File: src/rtl/own_trk_pkg.sv
package own_trk_pkg;
  typedef enum logic [1:0] {
    MSG_RD  = 2'd0,
    MSG_WR  = 2'd1,
    MSG_ACK = 2'd2,
    MSG_WB  = 2'd3
  } in_kind_e;

  typedef enum logic [1:0] {
    RPY_RESP  = 2'd0,
    RPY_FLUSH = 2'd1,
    RPY_PASS  = 2'd2
  } out_kind_e;
endpackage

File: src/rtl/own_trk_table.sv
module own_trk_table #(
  parameter int CORE_W = 2,
  parameter int TAG_W  = 8,
  parameter int IDX_W  = 4
) (
  input  logic              clk,
  input  logic              rst,
  input  logic [IDX_W-1:0]  idx,
  output logic              rd_vld,
  output logic              rd_pend,
  output logic [CORE_W-1:0] rd_owner,
  output logic [TAG_W-1:0]  rd_tag,
  input  logic              set_own,
  input  logic              set_pend,
  input  logic              clr,
  input  logic [CORE_W-1:0] new_owner,
  input  logic [TAG_W-1:0]  new_tag
);
  localparam int LINES = 1 << IDX_W;

  logic [LINES-1:0]  vld_q;
  logic [LINES-1:0]  pnd_q;
  logic [CORE_W-1:0] own_mem [LINES];
  logic [TAG_W-1:0]  tag_mem [LINES];

  always_ff @(posedge clk) begin
    if (rst) begin
      vld_q <= '0;
      pnd_q <= '0;
    end else begin
      if (set_own)  vld_q[idx] <= 1'b1;
      if (set_pend) pnd_q[idx] <= 1'b1;
      if (clr) begin
        vld_q[idx] <= 1'b0;
        pnd_q[idx] <= 1'b0;
      end
    end
  end

  always_ff @(posedge clk) begin
    if (set_own) begin
      own_mem[idx] <= new_owner;
      tag_mem[idx] <= new_tag;
    end
  end

  assign rd_vld   = vld_q[idx];
  assign rd_pend  = pnd_q[idx];
  assign rd_owner = own_mem[idx];
  assign rd_tag   = tag_mem[idx];


  pend_on_owned_chk: assert property (@(posedge clk) disable iff (rst)
    set_pend |-> (vld_q[idx] && !pnd_q[idx]));

  claim_free_slot_chk: assert property (@(posedge clk) disable iff (rst)
    set_own |-> !vld_q[idx]);
endmodule

File: src/rtl/own_trk_decide.sv
module own_trk_decide
  import own_trk_pkg::*;
#(
  parameter int CORE_W = 2,
  parameter int TAG_W  = 8,
  parameter int IDX_W  = 4
) (
  input  logic              req_v,
  input  logic [1:0]        req_kind,
  input  logic [CORE_W-1:0] req_core,
  input  logic [TAG_W-1:0]  req_tag,
  input  logic [IDX_W-1:0]  req_idx,
  input  logic              e_vld,
  input  logic              e_pend,
  input  logic [CORE_W-1:0] e_owner,
  input  logic [TAG_W-1:0]  e_tag,
  output logic              rpy_v,
  output logic [1:0]        rpy_kind,
  output logic              fl_v,
  output logic [TAG_W+IDX_W-1:0] fl_line,
  output logic              set_own,
  output logic              set_pend,
  output logic              clr,
  output logic              wb_we
);
  logic hit, mine, conflict;

  always_comb begin
    hit      = e_vld && (e_tag == req_tag);
    mine     = hit && (e_owner == req_core);
    conflict = 1'b0;
    rpy_v    = 1'b0;
    rpy_kind = RPY_RESP;
    set_own  = 1'b0;
    clr      = 1'b0;
    wb_we    = 1'b0;
    if (req_v) begin
      unique case (in_kind_e'(req_kind))
        MSG_RD: begin
          rpy_v    = 1'b1;
          conflict = hit && !mine;
        end
        MSG_WR: begin
          rpy_v    = 1'b1;
          conflict = e_vld && !mine;
          set_own  = !e_vld;
        end
        MSG_ACK: clr = hit;
        MSG_WB: begin
          clr   = hit;
          wb_we = hit;
        end
        default: ;
      endcase
    end
    if (conflict) rpy_kind = RPY_PASS;
    fl_v     = conflict && !e_pend;
    set_pend = fl_v;
    fl_line  = {e_tag, req_idx};
  end
endmodule

File: src/rtl/ring_own_tracker.sv
module ring_own_tracker
  import own_trk_pkg::*;
#(
  parameter int CORE_W = 2,
  parameter int IDX_W  = 4,
  parameter int ADDR_W = 12,
  parameter int DATA_W = 32
) (
  input  logic              clk,
  input  logic              rst,
  input  logic              in_valid,
  input  logic [1:0]        in_kind,
  input  logic [CORE_W-1:0] in_core,
  input  logic [ADDR_W-1:0] in_addr,
  input  logic [DATA_W-1:0] in_data,
  output logic              out_valid,
  output logic [1:0]        out_kind,
  output logic [CORE_W-1:0] out_core,
  output logic [ADDR_W-1:0] out_addr,
  output logic              fl_valid,
  output logic [1:0]        fl_kind,
  output logic [CORE_W-1:0] fl_core,
  output logic [ADDR_W-1:0] fl_addr,
  output logic              l2_we,
  output logic [ADDR_W-1:0] l2_waddr,
  output logic [DATA_W-1:0] l2_wdata
);
  localparam int TAG_W = ADDR_W - IDX_W;

  logic [IDX_W-1:0]  idx;
  logic [TAG_W-1:0]  tag;
  logic              e_vld, e_pend;
  logic [CORE_W-1:0] e_owner;
  logic [TAG_W-1:0]  e_tag;
  logic              rpy_v, fl_v, set_own, set_pend, clr, wb_we;
  logic [1:0]        rpy_kind;
  logic [ADDR_W-1:0] fl_line;

  assign idx = in_addr[IDX_W-1:0];
  assign tag = in_addr[ADDR_W-1:IDX_W];

  own_trk_table #(.CORE_W(CORE_W), .TAG_W(TAG_W), .IDX_W(IDX_W)) table_i (
    .clk(clk), .rst(rst), .idx(idx),
    .rd_vld(e_vld), .rd_pend(e_pend), .rd_owner(e_owner), .rd_tag(e_tag),
    .set_own(set_own), .set_pend(set_pend), .clr(clr),
    .new_owner(in_core), .new_tag(tag)
  );

  own_trk_decide #(.CORE_W(CORE_W), .TAG_W(TAG_W), .IDX_W(IDX_W)) decide_i (
    .req_v(in_valid), .req_kind(in_kind), .req_core(in_core),
    .req_tag(tag), .req_idx(idx),
    .e_vld(e_vld), .e_pend(e_pend), .e_owner(e_owner), .e_tag(e_tag),
    .rpy_v(rpy_v), .rpy_kind(rpy_kind), .fl_v(fl_v), .fl_line(fl_line),
    .set_own(set_own), .set_pend(set_pend), .clr(clr), .wb_we(wb_we)
  );

  always_ff @(posedge clk) begin
    if (rst) begin
      out_valid <= 1'b0;
      fl_valid  <= 1'b0;
      l2_we     <= 1'b0;
    end else begin
      out_valid <= rpy_v;
      fl_valid  <= fl_v;
      l2_we     <= wb_we;
    end
    out_kind <= rpy_kind;
    out_core <= in_core;
    out_addr <= in_addr;
    fl_core  <= e_owner;
    fl_addr  <= fl_line;
    l2_waddr <= in_addr;
    l2_wdata <= in_data;
  end

  assign fl_kind = RPY_FLUSH;


  flush_with_pass_chk: assert property (@(posedge clk) disable iff (rst)
    fl_valid |-> (out_valid && out_kind == RPY_PASS));

  release_silent_chk: assert property (@(posedge clk) disable iff (rst)
    l2_we |-> !out_valid);

  no_spurious_out_chk: assert property (@(posedge clk) disable iff (rst)
    !$past(in_valid) |-> (!out_valid && !fl_valid && !l2_we));
endmodule

File: config.mk
export PLATFORM = sky130hd
export DESIGN_NAME = ring_own_tracker
export DESIGN_NICKNAME = d
export VERILOG_FILES = /design/src/rtl/own_trk_pkg.sv /design/src/rtl/own_trk_table.sv /design/src/rtl/own_trk_decide.sv /design/src/rtl/ring_own_tracker.sv
export SDC_FILE = /design/constraint.sdc
export NUM_CORES = 1
export LEC_CHECK = 0
export BUFFER_PORTS_ARGS = -buffer_cell sky130_fd_sc_hd__buf_4
export CAP_MARGIN = 10
export CORE_MARGIN = 3
export CORE_UTILIZATION = 40
export DETAILED_ROUTE_END_ITERATION = 10
export SYNTH_ARGS = -nofsm -noshare
export SYNTH_HDL_FRONTEND = slang
export SYNTH_SLANG_ARGS = --single-unit
File: constraint.sdc
create_clock -name clk -period 3.8 [get_ports clk]
set_input_delay 0.38 -clock clk [delete_from_list [all_inputs] [get_ports clk]]
set_output_delay 0.38 -clock clk [all_outputs]
set_load 0.005 [all_outputs]
After elaboration in Yosys (flattened, before gate mapping)
Memory sizes are Yosys's and may differ from the RTL's.
Cells that the tools add are included.
- register bits: 97
- bits in writable memories: 160
- input port bits: 51
- output and inout port bits: 79
- logic and storage cells: 63
- memories: 2
- $lt $le $gt $ge: 2
- eq/ne operators: 5
- multiplexer cells: 22
- bitwise operators: 7
- reductions and logical operators: 14
- memory list (memory ; depth ; bits a word ; read ports ; clocked after Yosys merged registers in ; write ports ; RTL line ; RTL):
    table_i.tag_mem ; 16 ; 8 ; 1 ; 0 ; 1 ; own_trk_table.sv:24 ; logic [TAG_W-1:0] tag_mem [LINES];
    table_i.own_mem ; 16 ; 2 ; 1 ; 0 ; 1 ; own_trk_table.sv:23 ; logic [CORE_W-1:0] own_mem [LINES];
- operators with widths (operator ; number):
    2-to-1 mux 16 bit ; 6
    bitwise AND 16 bit ; 2
    bitwise OR 16 bit ; 2
    inverter 16 bit ; 1
    2-to-1 mux 1 bit ; 11
    binary-select mux 1 bit (select 4 bit) ; 2
    == test 8 bit ; 1
    logical AND 1 bit ; 6
    OR reduction 2 bit ; 3
    less-than comparator 4 x 5 -> 1 bit (second input constant) ; 1
    demux 1 bit (select 4 bit) ; 1
    == test 2 bit (second input constant) ; 2
    >= comparator 4 x 1 -> 1 bit (second input constant) ; 1
    zero test 1 bit ; 3
    OR reduction 3 bit ; 1
    == test 2 x 1 -> 1 bit (second input constant) ; 1
    == test 2 bit ; 1
    zero test 2 bit ; 1
    2-to-1 mux 2 bit ; 1
    inverter 1 bit ; 2
    case mux 1 bit (2 select lines) ; 1

Logic depth before layout (Yosys ltp)
Gate-level depths: netlist of run 1.
- depth after elaboration: 13
- gate-level depth with buffers: 12
- gate-level depth less buffers: 8

Hierarchy
Synthesis of run 1 repeated with hierarchy kept, for this count alone.
- cells, all modules: 536
- area total of the unflattened synthesis: 9312.7 um2
- by module, submodules not included (module ; times used ; cells each ; area each (um2) ; seq. area each (um2)):
    own_trk_table ; 1 ; 410 ; 7573.5 ; 5445.2
    ring_own_tracker ; 1 ; 84 ; 1432.6 ; 1301.2
    own_trk_decide ; 1 ; 42 ; 306.5 ; 0.0

Worst setup path after synthesis of run 1
OpenSTA, ideal clock, no wires.
- path kind: input to register
- start point: input port in_addr[0]
- end point: memory table_i.own_mem[15][0] (enable)
- library setup time: 0.392 ns
- arrival: 2.721 ns
- data required time: 3.408 ns
- slack: 0.687 ns
- stages on the path: 7
- path buffers: 2
- cell sequence: buf_6 -> mux4_1 -> a22o_1 -> nor2_1 -> nand4b_1 -> clkbuf_1 -> nor3_1
- longest elaborated chain between the ends: 7
- RTL lines (what ; RTL line ; RTL):
    start, declared ; ring_own_tracker.sv:14 ; input logic [ADDR_W-1:0] in_addr,
    binary-select mux 1 bit (select 4 bit) ; own_trk_table.sv:47 ; assign rd_vld = vld_q[idx];
    2-to-1 mux 1 bit (implied by the code) ; own_trk_table.sv:47 ;
    zero test 1 bit ; own_trk_decide.sv:46 ; set_own = !e_vld;
    2-to-1 mux 1 bit ; own_trk_decide.sv:38 ; unique case (in_kind_e'(req_kind))
    2-to-1 mux 1 bit ; own_trk_decide.sv:37 ; if (req_v) begin
    2-to-1 mux 1 bit ; own_trk_table.sv:41 ; if (set_own) begin
    2-to-1 mux 1 bit (implied by the code) ; own_trk_table.sv:42 ; own_mem[idx] <= new_owner;
    end, declared ; own_trk_table.sv:23 ;
Parallel ways exist; a longest one is shown, timed or not. The select of a mux whose other input is x is not followed.

Worst setup path in the final report of run 1
- start point: input port in_addr[0]
- end point: register fl_valid
- longest elaborated chain between the ends: 9
- elaborated cells on any way between the ends: 17
- classes of those cells: eq/ne: 2; mux: 6; reduce/logical: 7; memory: 2
- RTL lines (what ; RTL line ; RTL):
    memory read (16 x 8 bit) / binary-select mux 1 bit (select 4 bit) (equally long branches) ; -- ;
    == test 8 bit / 2-to-1 mux 1 bit (equally long branches) ; own_trk_decide.sv:29, own_trk_table.sv:47 ;
    logical AND 1 bit ; own_trk_decide.sv:29 ; hit = e_vld && (e_tag == req_tag);
    logical AND 1 bit ; own_trk_decide.sv:30 ; mine = hit && (e_owner == req_core);
    zero test 1 bit ; own_trk_decide.sv:41, own_trk_decide.sv:45 ;
    logical AND 1 bit, on equally long branches ; own_trk_decide.sv:45, own_trk_decide.sv:41 ;
    case mux 1 bit (2 select lines) * ; own_trk_decide.sv:38 ;
    2-to-1 mux 1 bit * ; own_trk_decide.sv:37 ;
    net decide_i.conflict ; own_trk_decide.sv:26 ; logic hit, mine, conflict;
    logical AND 1 bit * ; own_trk_decide.sv:57 ; fl_v = conflict && !e_pend;
    end signal, assigned ; ring_own_tracker.sv:64 ; fl_valid <= fl_v;
    end, declared ; ring_own_tracker.sv:20 ; output logic fl_valid,
Mark *: on every way through the listed nets, which the timed path passes. The rest lies on a longest branch. The select of a mux whose other input is x is not followed.
A chain may end at the register's enable or synchronous reset.

==> results of run 1 <==
-- cell usage after synthesis, types with 2 or more instances --
master	instances
a211oi_1	28
a211oi_2	3
a21oi_1	3
a22o_1	2
a22oi_1	7
a31oi_1	13
and3_1	19
and3b_1	2
buf_1	3
buf_2	10
buf_4	20
buf_6	8
clkbuf_1	10
conb_1	2
dfxtp_1	92
edfxtp_1	160
inv_1	3
mux2_2	2
mux2i_1	6
mux4_1	10
mux4_2	37
nand2_1	10
nand2b_1	7
nor2_1	46
nor2b_1	7
nor3_1	18
nor4_4	2
o21a_1	3
o21ai_0	3
o21ai_1	2
o22a_1	2
o22ai_1	4
o22ai_2	2
or2_2	2
xor2_1	5
-- state kept, by name, summed over array words and instances, names as in the netlist, named ones only --
| signal | cells |
|---|---|
| fl_valid | 1 |
| out_core | 2 |
| fl_core | 2 |
| out_valid | 1 |
| table_i.tag_mem | 128 |
| table_i.own_mem | 32 |
| l2_we | 1 |
| fl_addr | 8 |
| out_kind | 1 |
| table_i.pnd_q | 16 |
| l2_waddr | 12 |
| table_i.vld_q | 1 |
| l2_wdata | 32 |
-- power groups by stage --
stage               logic (W)  registers (W)  clock network [W]
floorplan            0.000194        0.00304                  0
global placement     0.000378        0.00303                  0
detailed placement   0.000386        0.00304                  0
CTS                  0.000412        0.00298            0.00260
global route         0.000442        0.00298            0.00272
finish               0.000409        0.00298            0.00254
-- final timing paths --
check                                       start                            to  cells after the start
hold reg to reg      table_i.vld_q[15]$_SDFF_PP0_  table_i.vld_q[15]$_SDFF_PP0_                      1
hold / removal                         in_addr[7]           l2_waddr[7]$_DFF_P_                      1
setup reg to reg  table_i.tag_mem[6][2]$_DFFE_PP_           fl_valid$_SDFF_PP0_                      8
setup / recovery                       in_addr[0]           fl_valid$_SDFF_PP0_                     10
-- cell families (layout without fill, tap and decap cells) --
| family | Yosys count | after routing | share of synthesized area, % |
|---|---|---|---|
| buffers and inverters | 56 | 247 | 4.03 |
| muxes | 55 | 55 | 12.3 |
| AOI/OAI and AO/OA | 80 | 80 | 6.49 |
| and+or+nand+nor | 123 | 123 | 7.09 |
| DFF | 252 | 252 | 69.5 |
| other | 2 | 3 | 0.0786 |
| xor gates and xnor gates | 5 | 5 | 0.458 |
-- worst max-delay path, cell delays in order --
cell,delay (ns)
buf_4,0.37
buf_12,0.23
mux4_1,0.56
o22a_1,0.23
o21ai_0,0.18
nor3_2,0.10
nor4_4,0.37
nand4_2,0.53
and3_4,0.42
and3b_1,0.15
-- through the flow --
step	cell area, um2	std cells	hold slack [ns]	worst slack, ns
6_report	12100	1078	0.0964	0.659
5_1_grt	12100	1078	0.0835	0.450
4_1_cts	12100	1078	0.0719	0.699
3_5_place_dp	10900	996	0.474	0.153
3_3_place_gp	10900	996	0.448	0.197
2_1_floorplan	9560	574	0.408	0.687
-- layer usage --
layer,vias to the layer above,routed length (um)
met5,-,0
met4,0,676
met3,52,2010
met2,290,10500
met1,2861,9570
li1,2574,-
-- final cells by class --
cell class                      instances  area share, %
Clock inverter                         11          0.913
Multi-Input combinational cell        266           21.5
Clock buffer                           39           6.31
Sequential cell                       252           55.1
Tap cell                              313           3.25
Timing Repair Buffer                  194           12.8
Inverter                                3         0.0934
==> out/results.tsv, run 1 <==
metric	value	unit
Hold-fix buffers, CTS	32	
element type at the critical path start	input pin	
Fin Setup TNS	0	ns
Yosys top cell by area	edfxtp_1	
unrepaired setup endpoints after global routing	no	
post-CTS sizing	0	
Synth Cell Area	9560	um2
Syn Inst Count	573	
wire length per cell	21.1	um
total CTS buffers	27	
# setup viols final	0	
antenna violations before repair	0	
via count of the first global-routing pass	6071	
IO Count	130	
Reg area	6650	um2
Pwr Total	0.00592	W
GR Util met3	4.20	%
DR pass1 iterations	5	
Max Cap Violations	0	
FFs w/ async S/R, synth	0	%
Synthesis Warnings	0	
Post-synth EDFFs	160	
Chip Height	161	um
Cell Pwr Density	491	nW/um2
area grow syn2layout	26.2	%
main area contributors after synthesis	edfxtp_1, dfxtp_1, mux4_2, mux4_1, a211oi_1	
Tot GR Track Use	17.6	%
critical path fanouts, max	22	
clock-pin slew on the worst setup and hold paths	0.06	ns
Post-route DRC	0	
grt total ovfl	0	
final core occ	52.3	%
post-synth cell types	55	
post-synth top area share	50.3	%
sequential share of the synthesized area	69.5	%
die width	161	um
GPL Wtd Cong	0.867	
layout cells sized above 1	35.4	%
Reg power frac	50.3	%
Comb power frac	6.9	%
Vias	5777	
leakage	4.40	nW
Yosys reg bits	252	
HPWL Detailed	14400	um
switch share	21.0	%
final wirelength	22800	um
status	finished clean	
maximum number of pins on one net before global-route repair	43	
Hold Fails Final Rpt	0	
PortBufs	126	
Primary FF master, synth	edfxtp_1	
GR met1 Demand/Resource	23.8	%
Avg Inst Size Synth	16.7	um2
Core Rows	55	
area occupied by multi-input gates	2590	um2
Clock Power Share	42.8	%
Clock Latency Late Sink	0.52	ns
starting density of the core	41.5	%
ant diodes	0	
Core Region	23100	um2
Final #Nets	795	
final period utilization	82.7	%
Worst Setup End Kind	register	
DRT iter0 DRCs	447	
met2 Usage GRT	28.0	%
Final min period	3.14	ns
most common cell after layout, fill and taps aside	buf_4	
Peak VDD IR	0.341	mV
Pint	0.00468	W
Worst R2R Setup Slack	0.74	ns
measured slew at the worst slew-check pin	1.02	ns
Fmax	0.318	GHz
WS Path Type	in -> reg	
die area	25800	um2
NetSw	0.00124	W
clock sink total	252	
post-route ant nets	0	
Max Slew Vio Count	0	
max_slew headroom	32.0	%
first-pass GRT wire length	35300	um
FILL cells	1835	
H-tree lvl count	1	
Worst EP required	4.22	ns
commonest cells after routing, fill and taps aside	buf_4, edfxtp_1, dfxtp_1, nor2_1, mux4_2	
GRT Max-Usage Layer	met2	
setup bufs post-CTS	0	
Max clock buf depth	3	
critical path arrival	3.56	ns
routed vias/inst	5.36	
CTS tree	yes	
Worst Hold Class	in -> reg	
clk_skew	0.0101	ns
CTS root buf	clkbuf_16	
Power figures use the tool's default switching activity.
==> inputs of run 2 (changes only) <==
==> constraint.sdc (replaced) <==
create_clock -name clk -period 2.7 [get_ports clk]
set_input_delay 0.27 -clock clk [delete_from_list [all_inputs] [get_ports clk]]
set_output_delay 0.27 -clock clk [all_outputs]
set_load 0.005 [all_outputs]
==> run 2 against run 1 <==
Cell count increased by 7.1%. First-iteration DRC count increased by 18%. Critical endpoint unchanged. Highest routed layer unchanged. Flip-flop and latch count unchanged. Core utilization increased by 4.5 points. Worst hold slack got worse by 0.071 ns. Non-clock buffer count increased by 75.
==> out/results.tsv, run 2 (synthesis results as in run 1) <==
metric	value	unit	change
Max Slew Vio Count	0		unchanged
critical path, cell by cell	mux4_2 -> and3_4 -> buf_4 -> o21a_1 -> a211oi_4 -> nor4_4 -> buf_4 -> buf_6 -> a21o_4 -> and3_4 -> and3b_1		was buf_4 -> buf_12 -> mux4_1 -> o22a_1 -> o21ai_0 -> nor3_2 -> nor4_4 -> nand4_2 -> and3_4 -> and3b_1
area occupied by multi-input gates	2770	um2	was 2590 um2
Cell Pwr Density	678	nW/um2	was 491 nW/um2
# setup viols final	0		unchanged
measured slew at the worst slew-check pin	1.02	ns	about the same
area grow syn2layout	37.1	%	was 26.2%
Clock Latency Late Sink	0.53	ns	was 0.52 ns
final core occ	56.8	%	was 52.3%
Reg power frac	47.2	%	was 50.3%
Core Region	23100	um2	unchanged
critical path arrival	3.11	ns	was 3.56 ns
wire length per cell	20.7	um	was 21.1 um
Comb power frac	7.6	%	was 6.9%
hold slack	0.0252	ns	was 0.0964 ns
total CTS buffers	27		unchanged
max reg flops	128		unchanged
IO Count	130		unchanged
CTS tree	yes		unchanged
Clock Power Share	45.2	%	was 42.8%
Reg area	6650	um2	unchanged
die width	161	um	unchanged
PortBufs	126		unchanged
Fmax	0.371	GHz	
final wirelength	23900	um	was 22800 um
max_slew headroom	31.7	%	was 32.0%
Setup WS pre-CTS	-0.465	ns	was 0.153 ns
post-route ant nets	0		unchanged
via count of the first global-routing pass	6371		was 6071
Post-route DRC	0		unchanged
unrepaired setup endpoints after global routing	yes		was no
grt total ovfl	0		unchanged
critical path fanouts, max	5		was 22
clock sink total	252		unchanged
first-pass GRT wire length	36800	um	was 35300 um
die area	25800	um2	unchanged
WS Path Type	reg -> reg		was in -> reg
HPWL Detailed	15200	um	was 14400 um
switch share	20.7	%	was 21.0%
NetSw	0.00184	W	was 0.00124 W
clk_skew	0.00997	ns	was 0.0101 ns
DR pass1 iterations	5		unchanged
layout cells sized above 1	43.3	%	was 35.4%
maximum number of pins on one net before global-route repair	35		was 43
clock-pin slew on the worst setup and hold paths	0.06	ns	about the same
Max clock buf depth	3		unchanged
Vias	6076		was 5777
Worst Setup End Kind	register		unchanged
status	finished clean		unchanged
ant diodes	0		unchanged
Final #Nets	872		was 795
CP max-delay cell	mux4_2		was mux4_1
Peak VDD IR	0.551	mV	was 0.341 mV
final period utilization	99.8	%	
Hold Fails Final Rpt	0		unchanged
GPL Wtd Cong	0.820		was 0.867
Pint	0.00704	W	was 0.00468 W
Crit path largest cell delay	0.51	ns	was 0.56 ns
DRT iter0 DRCs	529		was 447
Largest regs	table_i.tag_mem (128), l2_wdata (32), table_i.own_mem (32)		unchanged
most common cell after layout, fill and taps aside	buf_4		unchanged
routed vias/inst	5.26		was 5.36
Worst EP required	3.12	ns	was 4.22 ns
Final min period	2.69	ns	
Most flops, register	table_i.tag_mem		unchanged
CTS root buf	clkbuf_16		unchanged
Max Cap Violations	0		unchanged
commonest cells after routing, fill and taps aside	buf_4, edfxtp_1, dfxtp_1, nor2_1, dlygate4sd3_1		was buf_4, edfxtp_1, dfxtp_1, nor2_1, mux4_2
Core Rows	55		unchanged
H-tree lvl count	1		unchanged
Final WS setup	0.00605	ns	was 0.659 ns
FILL cells	1765		was 1835
leakage	4.90	nW	was 4.40 nW
Chip Height	161	um	unchanged
Tot GR Track Use	18.3	%	was 17.6%
starting density of the core	41.5	%	unchanged
Worst Hold Class	in -> reg		unchanged
element type at the critical path start	register		was input pin
antenna violations before repair	0		unchanged
-- run 2: changes by cell type in the layout (fill, tap and decap cells not counted), moves of 5 or more --
cell / delta
buf_12: +9
a31oi_1: -5
clkbuf_1: -5
a211oi_1: -14
buf_4: +49
a211oi_2: +13
dlygate4sd3_1: +11
-- run 2: through the flow --
stage | setup TNS [ns] | total power (W) | cells | area (um2)
global placement | -65.25 | 0.00487 | 1053 | 11400
CTS | -0.00446 | 0.00894 | 1151 | 12900
finish | 0 | 0.00888 | 1155 | 13100
global route | -0.567 | 0.00918 | 1155 | 13100
floorplan | -34.97 | 0.00455 | 574 | 9560
detailed placement | -68.01 | 0.00488 | 1053 | 11400
-- run 2: worst paths after layout --
kind,start,to,slack [ns],cells after the start
worst min-delay path,in_valid,out_valid$_SDFF_PP0_,0.03,3
worst max-delay path,table_i.tag_mem[7][2]$_DFFE_PP_,fl_valid$_SDFF_PP0_,0.006,11
worst min register to register,table_i.vld_q[15]$_SDFF_PP0_,table_i.vld_q[15]$_SDFF_PP0_,0.49,1
worst max register to register,table_i.tag_mem[7][2]$_DFFE_PP_,fl_valid$_SDFF_PP0_,0.006,11
-- run 2: worst max-delay path, delay by kind of cell, from the launching register on --
| kind | cells | cell delay [ns] |
|---|---|---|
| AO/OA/AOI/OAI | 3 | 0.73 |
| flip-flops | 1 | 0.35 |
| buffers and inverters | 3 | 0.41 |
| multiplexers | 1 | 0.51 |
| AND/OR/NAND/NOR | 4 | 0.57 |
-- run 2: layout make-up --
cell class | count | share of cell area [%]
Clock inverter | 17 | 1.87
Inverter | 3 | 0.0859
Multi-Input combinational cell | 268 | 21.1
Clock buffer | 33 | 5.64
Timing Repair Buffer | 269 | 17.6
Sequential cell | 252 | 50.7
Tap cell | 313 | 2.99
-- run 2: layer usage --
metal | part of all wire [%] | GRT usage [%]
met1 | 44 | 25.9
met2 | 48 | 29.4
met3 | 6.2 | 3.28
met4 | 2.0 | 4.89
met5 | 0 | 0
-- run 2: repair_timing --
item | 4_1_cts | 5_1_grt
setup buffers | 3 | 4
setup endpoints to repair | 16 | 126
endpoints found under the hold margin | 43 | 0
pin swaps | 4 | 8
hold buffers | 43 | 0
gates resized for setup | 7 | 29
gates cloned | 3 | 1
-- run 2: power by group through the flow --
stage | Clock, W | Combinational [W] | Sequential, W
final | 0.00401 | 0.000677 | 0.00419
after global routing | 0.00426 | 0.000729 | 0.00419
after CTS | 0.00409 | 0.000668 | 0.00419
after detailed placement | 0 | 0.000609 | 0.00427
after global placement | 0 | 0.000600 | 0.00427
after floorplan | 0 | 0.000273 | 0.00427
